**config.mk**
```make
export PLATFORM = sky130hd
export DESIGN_NAME = sap_tx
export DESIGN_NICKNAME = d
export VERILOG_FILES = /design/src/rtl/sap_pkg.sv /design/src/rtl/sap_mclk_div.sv /design/src/rtl/sap_slave_sync.sv /design/src/rtl/sap_serializer.sv /design/src/rtl/sap_tx.sv
export SDC_FILE = /design/constraint.sdc
export NUM_CORES = 1
export LEC_CHECK = 0
export ABC_AREA = 0
export BUFFER_PORTS_ARGS = -buffer_cell sky130_fd_sc_hd__buf_2
export CAP_MARGIN = 10
export CORE_MARGIN = 2
export CORE_UTILIZATION = 57
export DETAILED_ROUTE_END_ITERATION = 10
export PLACE_DENSITY = 0.87
export SYNTH_ARGS = -nofsm -noshare
export SYNTH_HDL_FRONTEND = slang
export SYNTH_HIERARCHICAL = 1
export SYNTH_SLANG_ARGS = --single-unit
```
**constraint.sdc**
```tcl
create_clock -name clk -period 7.2 [get_ports clk]
set_clock_uncertainty 0.1 [all_clocks]
set_input_delay 1.44 -clock clk [delete_from_list [all_inputs] [get_ports clk]]
set_output_delay 1.44 -clock clk [all_outputs]
set_load 0.02 [all_outputs]
```
**src/rtl/sap_pkg.sv**
```systemverilog
package sap_pkg;

    localparam int SAMPLE_W = 24;
    localparam int SLOT_N   = 32;
    localparam int SLOT_W   = $clog2(SLOT_N);
    localparam int DIV_W    = 3;

    typedef enum logic [2:0] {
        FMT_I2S   = 3'b000,
        FMT_LJ    = 3'b001,
        FMT_RSV_A = 3'b010,
        FMT_RJ16  = 3'b011,
        FMT_RJ24  = 3'b100,
        FMT_RJ18  = 3'b101,
        FMT_RJ20  = 3'b110,
        FMT_RSV_B = 3'b111
    } fmt_e;

    typedef enum logic {
        CH_LEFT  = 1'b0,
        CH_RIGHT = 1'b1
    } chan_e;

    typedef struct packed {
        logic [SAMPLE_W-1:0] left;
        logic [SAMPLE_W-1:0] right;
    } pair_t;

    typedef struct packed {
        logic              used;
        logic [SLOT_W-1:0] first;
        logic [SLOT_W:0]   len;
    } place_t;

    function automatic place_t slot_place(fmt_e f);
        place_t p;
        p.used  = 1'b1;
        p.len   = (SLOT_W+1)'(SAMPLE_W);
        p.first = '0;
        case (f)
            FMT_I2S:  p.first = SLOT_W'(1);
            FMT_LJ:   p.first = '0;
            FMT_RJ16: begin p.len = (SLOT_W+1)'(16); p.first = SLOT_W'(SLOT_N-16); end
            FMT_RJ18: begin p.len = (SLOT_W+1)'(18); p.first = SLOT_W'(SLOT_N-18); end
            FMT_RJ20: begin p.len = (SLOT_W+1)'(20); p.first = SLOT_W'(SLOT_N-20); end
            FMT_RJ24: p.first = SLOT_W'(SLOT_N-SAMPLE_W);
            default:  begin p.used = 1'b0; p.len = '0; end
        endcase
        return p;
    endfunction

    function automatic logic [DIV_W-1:0] sclk_div(logic [1:0] ratio);
        case (ratio)
            2'b00:   return DIV_W'(2);
            2'b01:   return DIV_W'(3);
            2'b10:   return DIV_W'(4);
            default: return DIV_W'(6);
        endcase
    endfunction

    function automatic logic frame_level(fmt_e f, chan_e c);
        return (f == FMT_I2S) ? (c == CH_RIGHT) : (c == CH_LEFT);
    endfunction

    function automatic chan_e level_chan(fmt_e f, logic lvl);
        return ((f == FMT_I2S) ? lvl : ~lvl) ? CH_RIGHT : CH_LEFT;
    endfunction

    function automatic logic fmt_reserved(fmt_e f);
        return (f == FMT_RSV_A) || (f == FMT_RSV_B);
    endfunction

endpackage

```
**src/rtl/sap_mclk_div.sv**
```systemverilog
module sap_mclk_div
    import sap_pkg::*;
(
    input  logic       clk,
    input  logic       rst,
    input  logic       en,
    input  logic       halve,
    input  logic [1:0] ratio,
    output logic       sclk,
    output logic       fall
);
    logic             tog;
    logic             tick;
    logic [DIV_W-1:0] cnt;
    logic [DIV_W-1:0] div;
    logic [DIV_W-1:0] cnt_inc;

    assign div     = sclk_div(ratio);
    assign tick    = halve ? tog : 1'b1;
    assign cnt_inc = DIV_W'(cnt + DIV_W'(1));
    assign fall    = en && tick && (cnt >= DIV_W'(div - DIV_W'(1)));

    always_ff @(posedge clk) begin
        if (rst) begin
            tog  <= 1'b0;
            cnt  <= '0;
            sclk <= 1'b0;
        end else begin
            tog <= ~tog;
            if (en && tick) begin
                if (fall) begin
                    cnt  <= '0;
                    sclk <= 1'b0;
                end else begin
                    cnt  <= cnt_inc;
                    sclk <= (cnt_inc >= (div >> 1));
                end
            end
        end
    end

    AST_SCLK_HOLD_NO_TICK: assert property (@(posedge clk) disable iff (rst)
        !(en && tick) |=> $stable(sclk));

    AST_SCLK_LOW_AFTER_FALL: assert property (@(posedge clk) disable iff (rst)
        fall |=> !sclk);

endmodule

```
**src/rtl/sap_slave_sync.sv**
```systemverilog
module sap_slave_sync #(
    parameter int STAGES = 2
) (
    input  logic clk,
    input  logic rst,
    input  logic sclk_in,
    input  logic lrck_in,
    output logic fall,
    output logic lrck_lvl
);
    logic [STAGES-1:0] sclk_sr;
    logic [STAGES-1:0] lrck_sr;
    logic              sclk_prev;

    always_ff @(posedge clk) begin
        if (rst) begin
            sclk_sr   <= '0;
            lrck_sr   <= '0;
            sclk_prev <= 1'b0;
        end else begin
            sclk_sr   <= {sclk_sr[STAGES-2:0], sclk_in};
            lrck_sr   <= {lrck_sr[STAGES-2:0], lrck_in};
            sclk_prev <= sclk_sr[STAGES-1];
        end
    end

    assign fall     = sclk_prev & ~sclk_sr[STAGES-1];
    assign lrck_lvl = lrck_sr[STAGES-1];

    AST_FALL_SINGLE: assert property (@(posedge clk) disable iff (rst)
        fall |=> !fall);

endmodule

```
**src/rtl/sap_serializer.sv**
```systemverilog
module sap_serializer
    import sap_pkg::*;
(
    input  logic                clk,
    input  logic                rst,
    input  fmt_e                fmt,
    input  logic                master,
    input  logic                adv,
    input  logic                ext_lrck,
    input  pair_t               pair_in,
    input  logic                pair_valid,
    output logic                pair_ready,
    output logic                lrck,
    output logic                sdata
);
    chan_e             chan_q, chan_n, chan_ext;
    logic [SLOT_W-1:0] slot_q, slot_n;
    pair_t             held_q, pair_use;
    logic              accept;
    logic              bit_n;
    logic [SAMPLE_W-1:0] word;
    place_t            pl;

    localparam logic [SLOT_W-1:0] LAST_SLOT = SLOT_W'(SLOT_N-1);

    assign chan_ext = level_chan(fmt, ext_lrck);

    always_comb begin
        chan_n = chan_q;
        slot_n = slot_q;
        if (master) begin
            if (slot_q == LAST_SLOT) begin
                slot_n = '0;
                chan_n = (chan_q == CH_LEFT) ? CH_RIGHT : CH_LEFT;
            end else begin
                slot_n = SLOT_W'(slot_q + SLOT_W'(1));
            end
        end else begin
            if (chan_ext != chan_q) begin
                slot_n = '0;
                chan_n = chan_ext;
            end else if (slot_q != LAST_SLOT) begin
                slot_n = SLOT_W'(slot_q + SLOT_W'(1));
            end
        end
    end

    assign pair_ready = adv && (chan_n == CH_LEFT) && (slot_n == '0);
    assign accept     = pair_ready && pair_valid;
    assign pair_use   = accept ? pair_in : held_q;
    assign word       = (chan_n == CH_LEFT) ? pair_use.left : pair_use.right;
    assign pl         = slot_place(fmt);

    always_comb begin
        int off;
        off   = int'(slot_n) - int'(pl.first);
        bit_n = 1'b0;
        if (pl.used && off >= 0 && off < int'(pl.len))
            bit_n = word[SAMPLE_W-1-off];
    end

    always_ff @(posedge clk) begin
        if (rst) begin
            chan_q <= CH_RIGHT;
            slot_q <= LAST_SLOT;
            held_q <= '0;
            sdata  <= 1'b0;
        end else if (adv) begin
            chan_q <= chan_n;
            slot_q <= slot_n;
            held_q <= pair_use;
            sdata  <= bit_n;
        end
    end

    assign lrck = frame_level(fmt, chan_q);

    AST_DATA_ONLY_ON_EDGE: assert property (@(posedge clk) disable iff (rst)
        !adv |=> $stable(sdata));

    AST_RESERVED_QUIET: assert property (@(posedge clk) disable iff (rst)
        (fmt_reserved(fmt) && fmt_reserved($past(fmt))) |-> !sdata);

    AST_READY_SINGLE: assert property (@(posedge clk) disable iff (rst)
        pair_ready |=> !pair_ready);

    AST_ACCEPT_AT_LEFT_START: assert property (@(posedge clk) disable iff (rst)
        accept |=> (chan_q == CH_LEFT && slot_q == '0));

    AST_MASTER_SLOT_STEP: assert property (@(posedge clk) disable iff (rst)
        (master && $past(master) && adv && slot_q != LAST_SLOT) |=>
            (slot_q == SLOT_W'($past(slot_q) + SLOT_W'(1))));

endmodule

```
**src/rtl/sap_tx.sv**
```systemverilog
module sap_tx
    import sap_pkg::*;
#(
    parameter int SYNC_STAGES = 2
) (
    input  logic                clk,
    input  logic                rst,
    input  logic                cfg_halve,
    input  logic [1:0]          cfg_ratio,
    input  logic                cfg_master,
    input  logic [2:0]          cfg_fmt,
    input  logic [SAMPLE_W-1:0] smp_left,
    input  logic [SAMPLE_W-1:0] smp_right,
    input  logic                smp_valid,
    output logic                smp_ready,
    input  logic                sclk_in,
    input  logic                lrck_in,
    output logic                sclk_out,
    output logic                lrck_out,
    output logic                clk_drive_en,
    output logic                sdata_out
);
    fmt_e  fmt;
    pair_t pair_in;
    logic  m_sclk, m_fall;
    logic  s_fall, s_lrck;
    logic  adv;
    logic  ser_lrck;

    assign fmt     = fmt_e'(cfg_fmt);
    assign pair_in = '{left: smp_left, right: smp_right};

    sap_mclk_div u_div (
        .clk   (clk),
        .rst   (rst),
        .en    (cfg_master),
        .halve (cfg_halve),
        .ratio (cfg_ratio),
        .sclk  (m_sclk),
        .fall  (m_fall)
    );

    sap_slave_sync #(.STAGES(SYNC_STAGES)) u_sync (
        .clk      (clk),
        .rst      (rst),
        .sclk_in  (sclk_in),
        .lrck_in  (lrck_in),
        .fall     (s_fall),
        .lrck_lvl (s_lrck)
    );

    assign adv = cfg_master ? m_fall : s_fall;

    sap_serializer u_ser (
        .clk        (clk),
        .rst        (rst),
        .fmt        (fmt),
        .master     (cfg_master),
        .adv        (adv),
        .ext_lrck   (s_lrck),
        .pair_in    (pair_in),
        .pair_valid (smp_valid),
        .pair_ready (smp_ready),
        .lrck       (ser_lrck),
        .sdata      (sdata_out)
    );

    assign sclk_out     = cfg_master & m_sclk;
    assign lrck_out     = cfg_master & ser_lrck;
    assign clk_drive_en = cfg_master;

endmodule

```
==> results.json <==
{
  "ys_warn_count": 6,
  "num_rows": 29,
  "setup-tns-final_ns": 0,
  "leakage_uw": 0.00169,
  "cts_tree": "built",
  "hold_buffers": 0,
  "yosysUniqueCellTypes": 53,
  "slew_headroom_pct": 24.4,
  "synthMostInstantiatedCell": "nand2_1",
  "antenna-diode-count": 0,
  "cts_resized": 0,
  "synthTopCellsByArea": "dfxtp_1 (35%), nand2_1 (9.9%), ha_1 (8.5%)",
  "setup_viol": 0,
  "syn-num-nets": 537,
  "synthesis.instances": 451,
  "fin_crit_sh_pct": 77.0,
  "clock_latency_ns": 0.34,
  "layout.nets": 590,
  "ys_seq_area_share_pct": 35.5,
  "hpwl_um": 6040,
  "power_uw": 969,
  "wl_um": 8510,
  "h-tree-depth": 3,
  "worstPathRequired_ns": 5.66,
  "rsz0062_at_grt": "false",
  "drc": 0,
  "syn_area_mm2": 0.00367,
  "clock-sinks": 65,
  "outcome": "completed",
  "fin_crit_ns": 5.54,
  "fillers": 513,
  "grt.total_usage_pct": 24.5,
  "area_growth_syn_to_layout_pct": 14.8,
  "vias": 3343,
  "die_area_mm2": 0.00709,
  "core_mm2": 0.00628,
  "cp-end-kind": "output pin",
  "cts_inserted_buffers": 9,
  "final_hold_viol_count": 0,
  "syn_avg_cell_area_um2": 8.13,
  "vias_per_cell": 5.72,
  "fp.dieW_um": 84.2,
  "utilization_pct": 67.1,
  "clk_path_buf_depth": 2,
  "initial_core_util_pct": 58.4,
  "final_antenna_net_count": 0,
  "finalWorstSetupSlack_ns": 1.66,
  "ys_async_sr_fraction_pct": 0,
  "netlist.area_leader.share_pct": 35.5,
  "gp_congestion": 0.902,
  "cts_setup_buffers": 0,
  "layout-drive-gt1-share_pct": 19.9,
  "first_pass_iters": 5,
  "grt_pass1_wl_um": 14200,
  "pre_cts_ws_ns": 1.40,
  "io_pins": 65,
  "grt_pass1_vias": 3135,
  "grt_overflow_total": 0,
  "synth-edff-count": 0,
  "p_per_area_mw_per_mm2": 230,
  "maxSlewViolCount": 0,
  "maxCapViolCount": 0,
  "cp.arrival_ns": 4.00,
  "grt_max_degree": 61,
  "cp-start-kind": "primary input",
  "io_buffers": 64,
  "routedWlPerCell_um": 14.6,
  "max-vdd-ir-drop_mv": 0.139,
  "min_path_type": "flop to flop",
  "worst-setup-path-type": "primary input to output pin",
  "yosysTopAreaCell": "dfxtp_1",
  "die_h_um": 84.2,
  "fmax_ghz": 0.180,
  "drt-initial-drc-count": 222,
  "critPathMaxFanout": 26,
  "clk_pin_slew_ns": 0.07,
  "worstMarginPinSlew_ns": 1.13,
  "ys_ff_latch": 65,
  "yosys-top-cells-count": "nand2_1 (97), dfxtp_1 (65), a21oi_1 (54)",
  "synth_ff_type": "dfxtp_1",
  "clockRootBuffer": "clkbuf_8",
  "antenna_found_initial": 0
}
==> sequential cells by signal, summed over array words and instances, names as in the netlist <==
| name | count |
|---|---|
| u_sync/sclk_prev | 1 |
| u_div/cnt | 3 |
| u_ser/held_q | 48 |
| u_div/tog | 1 |
| u_ser/sdata | 1 |
| u_sync/sclk_sr | 2 |
| u_ser/chan_q | 1 |
| u_sync/lrck_sr | 2 |
| u_div/sclk | 1 |
| u_ser/slot_q | 5 |
==> cell type report <==
| class | instances | area, um^2 | share of cell area [%] |
|---|---|---|---|
| Clock inverter | 3 | 65.1 | 1.54 |
| Timing Repair Buffer | 67 | 343 | 8.14 |
| Clock buffer | 11 | 151 | 3.59 |
| Multi-Input combinational cell | 341 | 2180 | 51.8 |
| Inverter | 20 | 75.1 | 1.78 |
| Sequential cell | 65 | 1300 | 30.9 |
| Tap cell | 77 | 96.3 | 2.29 |
==> layout by cell type (no fill, tap or decap), types with 6 or more instances in the layout <==
master     n
dfxtp_1   65
nand2b_1   6
mux2i_1   25
buf_2     64
nand2_1   97
nor2_1    23
a21o_1     7
inv_1     20
a21oi_1   54
nand3_1    6
clkbuf_8  11
ha_1      25
nor3_1     6
o21ai_0   15
nor2b_1    6
==> power by group <==
part	leakage [uW]	switching (uW)	internal, uW
combinational	0.00105	158	101
sequential	0.000526	4.10	365
clock	0.000111	132	209
==> logic make-up (layout without fill, tap and decap cells) <==
group                    after synthesis  after routing  synth area share (%)
AND/OR/NAND/NOR                      170            170                  21.7
AO/OA/AOI/OAI                        106            106                  17.3
flip-flops                            65             65                  35.5
buffers and inverters                 45            101                  5.29
multiplexers                          30             30                  9.07
adder cells (fa/ha/maj)               26             26                  9.07
XOR/XNOR                               9              9                  2.15
==> worst max-delay path, stage by stage <==
cell and delay (ns):
buf_2 0.13, nor3_1 0.39, xnor2_1 0.16, ha_1 0.21
nor3_1 0.26, a21o_1 0.62, nand2_1 0.20, nor4_1 0.34
buf_2 0.24
==> worst paths after layout <==
| path | startpoint | end | slack (ns) | cells after the start |
|---|---|---|---|---|
| worst max-delay path | cfg_fmt[2] | smp_ready | 1.66 | 9 |
| worst min-delay path | u_ser/held_q[7] | u_ser/held_q[7] | 0.36 | 2 |
| worst max register to register | u_ser/slot_q[1] | u_ser/sdata | 2.71 | 18 |
| worst min register to register | u_ser/held_q[7] | u_ser/held_q[7] | 0.36 | 2 |
==> layer usage <==
| layer | global-route usage, % | part of all wire, % | vias to the layer above |
|---|---|---|---|
| met5 | 0 | 0 | - |
| met4 | 8.36 | 1.8 | 0 |
| met3 | 5.01 | 6.8 | 17 |
| met2 | 40.3 | 47 | 140 |
| met1 | 32.2 | 44 | 1532 |
| li1 | - | - | 1654 |
==> stage by stage <==
step                      hold WS, ns  instance area [um^2]  instances
final                           0.355                  4210        584
after global routing            0.360                  4210        584
after CTS                       0.348                  4210        584
after detailed placement        0.330                  4000        570
after global placement          0.318                  4000        570
after floorplan                 0.306                  3670        451
No activity file was read; power rests on OpenSTA's default activity.
